<file path="src/rtl/ptmr_pkg.sv">
package ptmr_pkg;
  localparam int PRE_W = 6;
  localparam int CNT_W = 8;

  typedef enum logic [1:0] {
    XM_CLOCK   = 2'b00,
    XM_GATE    = 2'b01,
    XM_ONESHOT = 2'b10,
    XM_RETRIG  = 2'b11
  } xmode_t;

  typedef struct packed {
    logic [PRE_W-1:0] div;
    logic             src_int;
    logic             reload;
  } cfg_t;

  // prescale length: field value, zero standing for 2**PRE_W
  function automatic logic [PRE_W:0] presc_span(input logic [PRE_W-1:0] f);
    return (f == '0) ? (PRE_W+1)'(1 << PRE_W) : {1'b0, f};
  endfunction
endpackage

</file>
<file path="src/rtl/ptmr_insync.sv">
module ptmr_insync #(
  parameter int STAGES = 2
) (
  input  logic clk,
  input  logic rst_n,
  input  logic pin,
  output logic level,
  output logic rise,
  output logic fall
);
  logic [STAGES:0] sh;

  always_ff @(posedge clk or negedge rst_n) begin
    if (!rst_n) sh <= '0;
    else        sh <= {sh[STAGES-1:0], pin};
  end

  assign level = sh[STAGES-1];
  assign rise  = sh[STAGES-1] & ~sh[STAGES];
  assign fall  = ~sh[STAGES-1] & sh[STAGES];
endmodule

</file>
<file path="src/rtl/ptmr_prescale.sv">
module ptmr_prescale
  import ptmr_pkg::*;
(
  input  logic             clk,
  input  logic             rst_n,
  input  logic             restart,
  input  logic             step,
  input  logic [PRE_W-1:0] div,
  output logic             tick
);
  logic [PRE_W:0] pcnt;
  logic [PRE_W:0] span;

  assign span = presc_span(div);
  assign tick = step & ~restart & (pcnt <= (PRE_W+1)'(1));

  always_ff @(posedge clk or negedge rst_n) begin
    if (!rst_n)       pcnt <= (PRE_W+1)'(1);
    else if (restart) pcnt <= span;
    else if (step)    pcnt <= (pcnt <= (PRE_W+1)'(1)) ? span : pcnt - 1'b1;
  end

  assert_presc_range_R1: assert property (@(posedge clk) disable iff (!rst_n)
    (pcnt >= (PRE_W+1)'(1)) && (pcnt <= (PRE_W+1)'(1 << PRE_W)));
endmodule

</file>
<file path="src/rtl/ptmr_down.sv">
module ptmr_down
  import ptmr_pkg::*;
(
  input  logic             clk,
  input  logic             rst_n,
  input  logic             load,
  input  logic             tick,
  input  logic             reload,
  input  logic [CNT_W-1:0] init,
  output logic [CNT_W-1:0] cnt,
  output logic             eoc
);
  assign eoc = tick & ~load & (cnt == CNT_W'(1));

  always_ff @(posedge clk or negedge rst_n) begin
    if (!rst_n)             cnt <= '0;
    else if (load)          cnt <= init;
    else if (eoc && reload) cnt <= init;
    else if (tick)          cnt <= cnt - 1'b1;
  end

  assert_reload_R5: assert property (@(posedge clk) disable iff (!rst_n)
    (eoc && reload) |=> (cnt == $past(init)));
  assert_single_zero_R4: assert property (@(posedge clk) disable iff (!rst_n)
    (eoc && !reload) |=> (cnt == '0));
endmodule

</file>
<file path="src/rtl/ptmr_top.sv">
module ptmr_top
  import ptmr_pkg::*;
#(
  parameter int INT_DIV     = 4,
  parameter int SYNC_STAGES = 2
) (
  input  logic             clk,
  input  logic             rst_n,
  input  logic             wr_init,
  input  logic             wr_cfg,
  input  logic [CNT_W-1:0] wr_data,
  input  logic             load,
  input  logic             run_en,
  input  logic [1:0]       ext_mode,
  input  logic             ext_in,
  output logic [CNT_W-1:0] count_q,
  output logic             irq,
  output logic             tout
);
  localparam int DW = (INT_DIV > 1) ? $clog2(INT_DIV) : 1;

  logic [DW-1:0]    div_q;
  logic [CNT_W-1:0] init_q;
  cfg_t             cfg_q;
  logic             armed;
  logic             int_tick, gate_lvl, x_rise, x_fall;
  logic             src_tick, trig_load, load_evt, count_en, step, ptick, eoc;
  xmode_t           xm;

  assign xm = xmode_t'(ext_mode);

  ptmr_insync #(.STAGES(SYNC_STAGES)) u_sync (
    .clk(clk), .rst_n(rst_n), .pin(ext_in),
    .level(gate_lvl), .rise(x_rise), .fall(x_fall));

  always_ff @(posedge clk or negedge rst_n) begin
    if (!rst_n)                           div_q <= '0;
    else if (div_q == DW'(INT_DIV - 1))   div_q <= '0;
    else                                  div_q <= div_q + 1'b1;
  end
  assign int_tick = (div_q == DW'(INT_DIV - 1));

  always_ff @(posedge clk or negedge rst_n) begin
    if (!rst_n) begin
      init_q <= '0;
      cfg_q  <= '0;
    end else begin
      if (wr_init) init_q <= wr_data;
      if (wr_cfg)  cfg_q  <= cfg_t'(wr_data);
    end
  end

  assign src_tick  = cfg_q.src_int ? (int_tick & ((xm != XM_GATE) | gate_lvl)) : x_rise;
  assign trig_load = cfg_q.src_int & x_fall &
                     ((xm == XM_RETRIG) | ((xm == XM_ONESHOT) & ~armed));
  assign load_evt  = load | trig_load;
  assign count_en  = armed & run_en;
  assign step      = src_tick & count_en;

  ptmr_prescale u_pre (
    .clk(clk), .rst_n(rst_n), .restart(load_evt), .step(step),
    .div(cfg_q.div), .tick(ptick));

  ptmr_down u_cnt (
    .clk(clk), .rst_n(rst_n), .load(load_evt), .tick(ptick),
    .reload(cfg_q.reload), .init(init_q), .cnt(count_q), .eoc(eoc));

  always_ff @(posedge clk or negedge rst_n) begin
    if (!rst_n) begin
      armed <= 1'b0;
      irq   <= 1'b0;
      tout  <= 1'b0;
    end else begin
      if (load_evt)                  armed <= 1'b1;
      else if (eoc && !cfg_q.reload) armed <= 1'b0;
      irq  <= eoc;
      tout <= tout ^ eoc;
    end
  end

  assert_irq_width_R3: assert property (@(posedge clk) disable iff (!rst_n)
    irq |=> !irq);
  assert_hold_stopped_R7: assert property (@(posedge clk) disable iff (!rst_n)
    (!count_en && !load_evt) |=> $stable(count_q));
  assert_single_disarm_R4: assert property (@(posedge clk) disable iff (!rst_n)
    (eoc && !cfg_q.reload && !load_evt) |=> !armed);
  assert_tout_toggle_R13: assert property (@(posedge clk) disable iff (!rst_n)
    irq |-> (tout != $past(tout)));
  assert_oneshot_ignore_R11: assert property (@(posedge clk) disable iff (!rst_n)
    (armed && !load && cfg_q.src_int && xm == XM_ONESHOT) |-> !load_evt);
endmodule

</file>
<file path="config.mk">
export PLATFORM = sky130hd
export DESIGN_NAME = ptmr_top
export DESIGN_NICKNAME = d
export VERILOG_FILES = /design/src/rtl/ptmr_pkg.sv /design/src/rtl/ptmr_insync.sv /design/src/rtl/ptmr_prescale.sv /design/src/rtl/ptmr_down.sv /design/src/rtl/ptmr_top.sv
export SDC_FILE = /design/constraint.sdc
export NUM_CORES = 1
export LEC_CHECK = 0
export ABC_CLOCK_PERIOD_IN_PS = 5800
export BUFFER_PORTS_ARGS = -buffer_cell sky130_fd_sc_hd__buf_2
export CAP_MARGIN = 10
export CORE_ASPECT_RATIO = 0.7
export CORE_MARGIN = 2
export CORE_UTILIZATION = 50
export CTS_CLUSTER_SIZE = 14
export DETAILED_ROUTE_END_ITERATION = 10
export PLACE_DENSITY = 0.71
export REMOVE_ABC_BUFFERS = 1
export SYNTH_ARGS = -nofsm -noshare
export SYNTH_HDL_FRONTEND = slang
export SYNTH_SLANG_ARGS = --single-unit
export TNS_END_PERCENT = 5
</file>
<file path="constraint.sdc">
create_clock -name clk -period 5.8 [get_ports clk]
set_clock_uncertainty 0.15 [all_clocks]
set_input_delay 0.58 -clock clk [delete_from_list [all_inputs] [get_ports clk]]
set_output_delay 0.58 -clock clk [all_outputs]
set_load 0.1 [all_outputs]
</file>
# Word level (Yosys, flattened, before mapping)
# Index checks and enable logic that the tools add are counted.
[word_totals]
regBits = 39
in_bits = 17
output_inout_bits = 10
word_cells = 58
[op_classes]
addsub = 3
order_cmp = 1
n_eq_ne = 5
muxes = 11
bitwise = 20
reduce_logical = 7
[op_table]
columns = ["op", "count"]
rows = [
  ["7-bit 2-to-1 mux", 4],
  ["8-bit 2-to-1 mux", 3],
  ["1-bit bitwise AND", 12],
  ["8-bit by 1-bit == test with 1-bit output (second input constant)", 1],
  ["8-bit by 1-bit subtractor with 8-bit output (second input constant)", 1],
  ["7-bit by 1-bit less-or-equal comparator with 1-bit output (second input constant)", 1],
  ["7-bit by 1-bit subtractor with 7-bit output (second input constant)", 1],
  ["2-bit == test (second input constant)", 3],
  ["6-bit zero test", 1],
  ["1-bit inverter", 4],
  ["2-bit nonzero test", 2],
  ["1-bit 2-to-1 mux", 3],
  ["1-bit bitwise OR", 3],
  ["3-bit nonzero test", 1],
  ["2-bit by 1-bit adder with 2-bit output (second input constant)", 1],
  ["1-bit logical AND", 2],
  ["2-bit 2-to-1 mux", 1],
  ["2-bit by 1-bit != test with 1-bit output (second input constant)", 1],
  ["1-bit zero test", 1],
  ["1-bit bitwise XOR", 1],
]

# Logic depth before layout (Yosys ltp)
# Gate-level depths: netlist of run 1.
[logic_depth]
word_depth = 13
depth_mapped = 7
ltp_nobuf = 6

# Cells and area by module
# From an unflattened synthesis of run 1, not the netlist that was laid out.
[unflattened]
hier_cells = 184
hier_area_um2 = 2029.4
[by_module_without_submodules]
columns = ["mod", "instances", "cells_each", "area_each_um2"]
rows = [
  ["ptmr_top", 1, 50, 799.5],
  ["ptmr_down", 1, 69, 604.3],
  ["ptmr_prescale", 1, 60, 535.5],
  ["ptmr_insync", 1, 5, 90.1],
]

# Worst setup path before layout of run 1
# OpenSTA, ideal clock, no wires.
[synth_timing]
kind = "flip-flop to flip-flop"
from = "register u_cnt.cnt[2]"
to = "register u_cnt.cnt[1]"
setup_ns = 0.127
arrival_time_ns = 2.579
required_time_ns = 5.523
slack_ns = 2.945
stages_incl_launch_ff = 7
cell_sequence = "dfrtp_1 > or4_4 > or4b_4 > o41a_4 > buf_6 > nor2_1 > a21oi_1"
[synth_via]
elab_chain_cells = 5
[synth_lines]
columns = ["item", "line_no", "rtl"]
rows = [
  ["start: declaration", "ptmr_down.sv:10", "output logic [CNT_W-1:0] cnt,"],
  ["start signal: assignment", "ptmr_down.sv:17", "else if (load) cnt <= init;"],
  ["start signal: assignment", "ptmr_down.sv:18", "else if (eoc && reload) cnt <= init;"],
  ["start signal: assignment", "ptmr_down.sv:19", "else if (tick) cnt <= cnt - 1'b1;"],
  ["8-bit by 1-bit == test with 1-bit output *", "ptmr_down.sv:13", "assign eoc = tick & ~load & (cnt == CNT_W'(1));"],
  ["1-bit bitwise AND *", "ptmr_down.sv:13", ""],
  ["1-bit logical AND *", "ptmr_down.sv:18", ""],
  ["8-bit 2-to-1 mux", "ptmr_down.sv:18", ""],
  ["8-bit 2-to-1 mux", "ptmr_down.sv:17", ""],
]
# Mark *: on every way between the ends. The rest lies on a longest branch, timed or not.
# A chain may end at the register's enable or synchronous reset.

# Final worst setup path of run 1
[layout_timing]
from = "register u_cnt.cnt[2]"
to = "register u_cnt.cnt[3]"
[layout_via]
elab_chain_cells = 5
[layout_lines]
columns = ["item"]
rows = [
  ["parallel branches: the longest is 5 deep, another holds 8-bit by 1-bit subtractor with 8-bit output"],
]
# Parallel ways; which one is timed is not known. The select of a mux whose other input is x is not followed.

==> qor.yml, run 1 <==
drv_slew: 0
crit_buf_inv: 0
drv_cap: 0
vias_per_cell: 5.90
critPathMaxStageDelay_ps: 530
core-area_mm2: 0.00358
syn_avg_cell_area_um2: 11.2
drc_errors: 0
r2r_cells: 5
portBuffers: 26
nFillCells: 282
crit_start: "u_cnt.cnt[2]"
status: "complete, no violations"
r2r_setup_slack_ps: 3380
postPlaceCellArea_mm2: 0.00207
diodes: 0
clk_pin_slew_ps: 70
root_buffer: "clkbuf_8"
max_freq_mhz: 413
clockBufferDepth: 2
r2r_end: "u_cnt.cnt[3]"
routabilityCongestion: 0.822
num_rows: 18
first_pass_iters: 4
dpl.hpwl_mm: 2.87
cp_max_fo: 15
min_to: "u_sync.sh[1]"
required_ps: 5810
max_slew.worst_pin.slew_ps: 834
drt_iter0_drc: 116
fin_nets: 221
cts_setup_buffers: 0
yosysWarningCount: 0
start_kind: "flop"
pin_count: 27
cts_max_level: 2
min_from: "u_sync.sh[0]"
ant_nets: 0
cp-end-kind: "flop"
p_per_area_mw_per_mm2: 320
cellLeakagePower_nw: 0.910
die_x_um: 77.6
wl_met3_um: 302
ys.flop_type: "dfrtp_1"
p_total_w: 0.000688
async_flop_share: 1.00
cts_made_buffers: 5
vdd_drop_max_mv: 0.202
die_h_um: 55.5
drive_above_1_share: 0.290
grt_pass1_vias: 1377
ys_seq_area_frac: 0.515
synth_edf_count: 0
setup_violations: 0
cp_cell_sequence: "or4_4, or4b_4, o41a_4, nor2_1, a31oi_1"
dr_total_vias: 1475
cts_tree: "done"
wl_met1_mm: 1.84
syn_area_mm2: 0.00190
crit_type: "flop to flop"
tns_ps: 0
wl_per_cell_um: 15.7
fin_crit_sh: 0.418
r2r-start: "u_cnt.cnt[2]"
hold_buffers: 0
overflow: 0
wl_met2_mm: 1.75
die-area_mm2: 0.00431
final_util: 0.599
rsz0062_at_grt: "no"
holdPathStages: 0
arrival_ps: 2430
cts.sinks: 39
groute.usage.overall: 0.195
grt_max_degree: 40
ys_ff_latch: 39
ys_types: 46
crit_family: "simple AND/OR/NAND/NOR gates"
wirelength_mm: 3.92
cts_resized: 0
slowest_stage: "or4_4"
max_slew_margin: 0.444
synthCells: 170
area_delta_synth_final_pct: 13.1
grt_pass1_wl_mm: 6.58
top_layer: "met4"
hold_violations: 0
antenna_found_initial: 0
stdcell_area_mm2: 0.00215
layout_min_cycle_time_ps: 2420
floorplan.initialDensity: 0.530
clock_latency_ps: 280
hp-class: "flop to flop"
==> cells in the final DEF (no fill, tap or decap), drive strengths merged, types with 3 or more instances in the layout <==
cell type / count
dfrtp: 38
buf: 26
nor2: 17
mux2: 15
o21ai: 11
clkbuf: 8
nor3: 7
a31oi: 7
a21oi: 7
inv: 6
nand2: 6
ha: 5
nand3: 3
o41ai: 3
o2bb2ai: 3
o31ai: 3
or3: 3
or4b: 3
==> cell usage after synthesis, drive strengths merged, types with 2 or more instances <==
| library cell | count | area (µm²) |
|---|---|---|
| mux2 | 15 | 169 |
| nor2 | 17 | 63.8 |
| buf | 2 | 16.3 |
| nor3 | 7 | 35.0 |
| nor4 | 2 | 12.5 |
| o41ai | 3 | 26.3 |
| o211ai | 2 | 15.0 |
| ha | 5 | 62.6 |
| xor2 | 2 | 17.5 |
| or3 | 3 | 21.3 |
| o21ai | 11 | 55.1 |
| a21oi | 7 | 35.0 |
| clkbuf | 2 | 7.51 |
| or4 | 2 | 20.0 |
| or4b | 3 | 33.8 |
| dfrtp | 38 | 951 |
| a31oi | 7 | 43.8 |
| nand3 | 3 | 15.0 |
| o2bb2ai | 3 | 26.3 |
| inv | 6 | 22.5 |
| nand2 | 6 | 22.5 |
| nand4 | 2 | 12.5 |
| o31ai | 3 | 22.5 |
==> routing by layer <==
metal / global-route usage / up-vias
met1: 0.284 / 717
met5: 0 / -
met2: 0.283 / 57
met3: 0.0556 / 4
li1: - / 697
met4: 0.0587 / 0
==> worst max-delay path by stage <==
stage	cells after the start	slack, ps	end
after global placement	6	3360	u_cnt.cnt[5]
after global routing	5	3280	u_cnt.cnt[3]
final	5	3380	u_cnt.cnt[3]
after CTS	5	3380	u_cnt.cnt[3]
after floorplan	5	3020	u_cnt.cnt[3]
after detailed placement	6	3300	u_cnt.cnt[5]
==> sequential cells by signal, indices dropped and copies added, names as in the netlist <==
name        cells
tout            1
div_q           2
init_q          8
cfg_q           8
u_sync.sh       3
u_cnt.cnt       8
u_pre.pcnt      7
armed           1
irq             1
==> cells by family after synthesis <==
family,synth area share
AOI/OAI and AO/OA,0.172
xor gates and xnor gates,0.0139
adders and majority gates,0.0330
buffers and inverters,0.0244
DFF,0.515
muxes,0.0943
and+or+nand+nor,0.148
==> metrics by stage <==
stage | worst slack (ps) | hold slack, ps | cells
2_1_floorplan | 3020 | 134 | 166
3_3_place_gp | 3360 | 187 | 242
3_5_place_dp | 3300 | 188 | 242
4_1_cts | 3380 | 203 | 250
5_1_grt | 3280 | 205 | 250
6_report | 3380 | 200 | 250
==> final cells by class <==
class	instances	area [µm²]	share of cell area
sequential	39	977	0.455
clock buffer	8	80.1	0.0373
multi-input combinational	121	873	0.407
timing repair buffer	26	130	0.0606
tap	50	62.6	0.0292
inverter	6	22.5	0.0105
==> power breakdown <==
group / total (W) / internal (W) / switching, W
Combinational: 0.000171 / 0.0000531 / 0.000118
Clock: 0.000172 / 0.0000854 / 0.0000864
Sequential: 0.000345 / 0.000307 / 0.0000375
Total: 0.000688 / 0.000446 / 0.000242
Note: power is estimated with default switching activity, not from simulation.
==> run 2, diff against run 1 <==
- ABC_CLOCK_PERIOD_IN_PS: 5800 -> 2400
- clock period: 5.8 -> 2.4 ns (I/O delays scaled with it)
==> run 2 against run 1 <==
The run now ends with setup timing left. Clock-buffer cell count down 2. Register-to-register slack lost 3400 ps. Global-route usage rose by 2.6 points. Maximum frequency about the same. Clock power increased to 3.3 times the previous value. Final cell count grew 3.6%. Hold slack worse by 180 ps. Total power grew to 2.7 times the previous value. Sequential share of layout area is 2.2 points lower. Sequential power grew 140%. First-iteration DRC count up 20%. Critical endpoint is now u_cnt.cnt[6].
==> qor.yml, run 2 (same netlist as run 1, synthesis figures left out) <==
vdd_drop_max_mv: 0.396  # +95%
drive_above_1_share: 0.325  # +0.0354
cp_max_fo: 15  # unchanged
critical_path.endpoint: "u_cnt.cnt[6]"
dpl.hpwl_mm: 3.18  # +11%
required_ps: 2430  # -3380 ps
wirelength_mm: 4.42  # +13%
cts.sinks: 39  # unchanged
drv_cap: 0  # unchanged
die_x_um: 77.6  # unchanged
num_rows: 18  # unchanged
core-area_mm2: 0.00358  # unchanged
drt_iter0_drc: 139  # +20%
place_ws_ps: 21.5  # -3270 ps
p_per_area_mw_per_mm2: 822  # +160%
groute.usage.overall: 0.221  # +0.0262
final_cell_mix: "dfrtp_1, buf_2, nor2_1"
cellLeakagePower_nw: 0.973  # +6.9%
max_slew.worst_pin.slew_ps: 854  # +19.6 ps
crit_start: "u_cnt.cnt[5]"
ant_nets: 0  # unchanged
grt_pass1_vias: 1539  # +12%
dr_total_vias: 1537  # +4.2%
wl_per_cell_um: 17.1  # +8.8%
reg.largest.list: "cfg_q x8, init_q x8, u_cnt.cnt x8"
r2r_end: "u_cnt.cnt[6]"
portBuffers: 26  # unchanged
antenna_found_initial: 0  # unchanged
layout_commonest_cell: "dfrtp_1"
status: "complete, but fails checks"
fin_nets: 230  # +4.1%
pin_count: 27  # unchanged
routabilityCongestion: 0.924  # +12%
diodes: 0  # unchanged
setup_ws_ps: -22.4  # -3400 ps
hp-class: "input pin to flop"
root_buffer: "clkbuf_8"
cts_tree: "done"
start_kind: "flop"
grt_max_degree: 40  # unchanged
r2r-start: "u_cnt.cnt[5]"
grt_pass1_wl_mm: 7.37  # +12%
r2r_cells: 5  # unchanged
hold_violations: 0  # unchanged
first_pass_iters: 4  # unchanged
cp-end-kind: "flop"
clock_latency_ps: 300  # +20 ps
cts_made_buffers: 5  # unchanged
floorplan.initialDensity: 0.530  # unchanged
max_slew_margin: 0.431  # -0.0131
r2r_setup_slack_ps: -20  # -3400 ps
clockBufferDepth: 2  # unchanged
cts_max_level: 2  # unchanged
arrival_ps: 2450  # +20 ps
whs_ps: 20.0  # -180 ps
vias_per_cell: 5.93  # +0.58%
setup_violations: 3  # +3
drc_errors: 0  # unchanged
die_h_um: 55.5  # unchanged
overflow: 0  # unchanged
layout_min_cycle_time_ps: 2420  # -0.189 ps
failed_checks: "setup timing"
drv_slew: 0  # unchanged
fin_crit_sh: 1.01  # +0.592
die-area_mm2: 0.00431  # unchanged
max_freq_mhz: 413  # about the same
rsz0062_at_grt: "yes"
area_delta_synth_final_pct: 18.9
clk_pin_slew_ps: 80  # about the same
crit_type: "flop to flop"
## run 2: cell count changes in the layout (fill, tap and decap cells not counted)
| cell | before | now |
|---|---|---|
| clkinv_2 | 0 | 1 |
| dlygate4sd3_1 | 0 | 2 |
| clkbuf_1 | 3 | 0 |
| bufinv_16 | 0 | 1 |
| clkbuf_8 | 5 | 6 |
| buf_4 | 0 | 7 |
## run 2: where the power goes
part | total (W) | leakage [nW] | switching (W) | internal [W]
combinational | 0.000459 | 0.456 | 0.000310 | 0.000149
sequential | 0.000827 | 0.455 | 0.0000846 | 0.000742
clock | 0.000568 | 0.0612 | 0.000232 | 0.000336
## run 2: what timing repair did
action                     CTS  global route
setup endpoints to repair    0             8
hold buffers                 2             0
gates resized for setup      0             0
buffers inserted             0             0
hold endpoints to repair    39             0
## run 2: area by class of cell
class,instances,area (µm²)
fill,291,1330
clock inverter,2,35.0
sequential,39,977
inverter,6,22.5
timing repair buffer,35,203
tap,50,62.6
multi-input combinational,121,873
clock buffer,6,82.6
## run 2: worst min-delay path by stage
stage,startpoint,slack [ps],cells after the start,end
6_report,wr_data[0],20,3,cfg_q[0]
3_5_place_dp,u_sync.sh[0],180,0,u_sync.sh[1]
2_1_floorplan,rst_n,-210,0,armed
5_1_grt,wr_data[1],30,2,init_q[1]
3_3_place_gp,u_sync.sh[0],190,0,u_sync.sh[1]
4_1_cts,wr_data[0],20,3,cfg_q[0]
## run 2: routing by layer
metal | track usage | part of all wire | up-vias
met5 | 0 | 0 | -
met1 | 0.309 | 0.47 | 760
met2 | 0.339 | 0.46 | 53
li1 | - | - | 717
met3 | 0.0539 | 0.055 | 7
met4 | 0.0765 | 0.014 | 0
## run 2: critical path, stage by stage, from the launching register on
cell,delay (ps)
dfrtp_1,400
or4_4,540
or4b_4,530
o41a_4,460
nor2_1,150
a31oi_1,70
## run 2: stage by stage
stage	instance area, µm²	cells	power [W]	utilization	TNS (ps)
6_report	2260	259	0.00185	0.630	-37.3
5_1_grt	2260	259	0.00195	0.630	-403
4_1_cts	2260	259	0.00186	0.630	0
3_5_place_dp	2120	249	0.00129	0.592	0
3_3_place_gp	2120	249	0.00127	0.592	0
2_1_floorplan	1870	166	0.00114	-	-3160
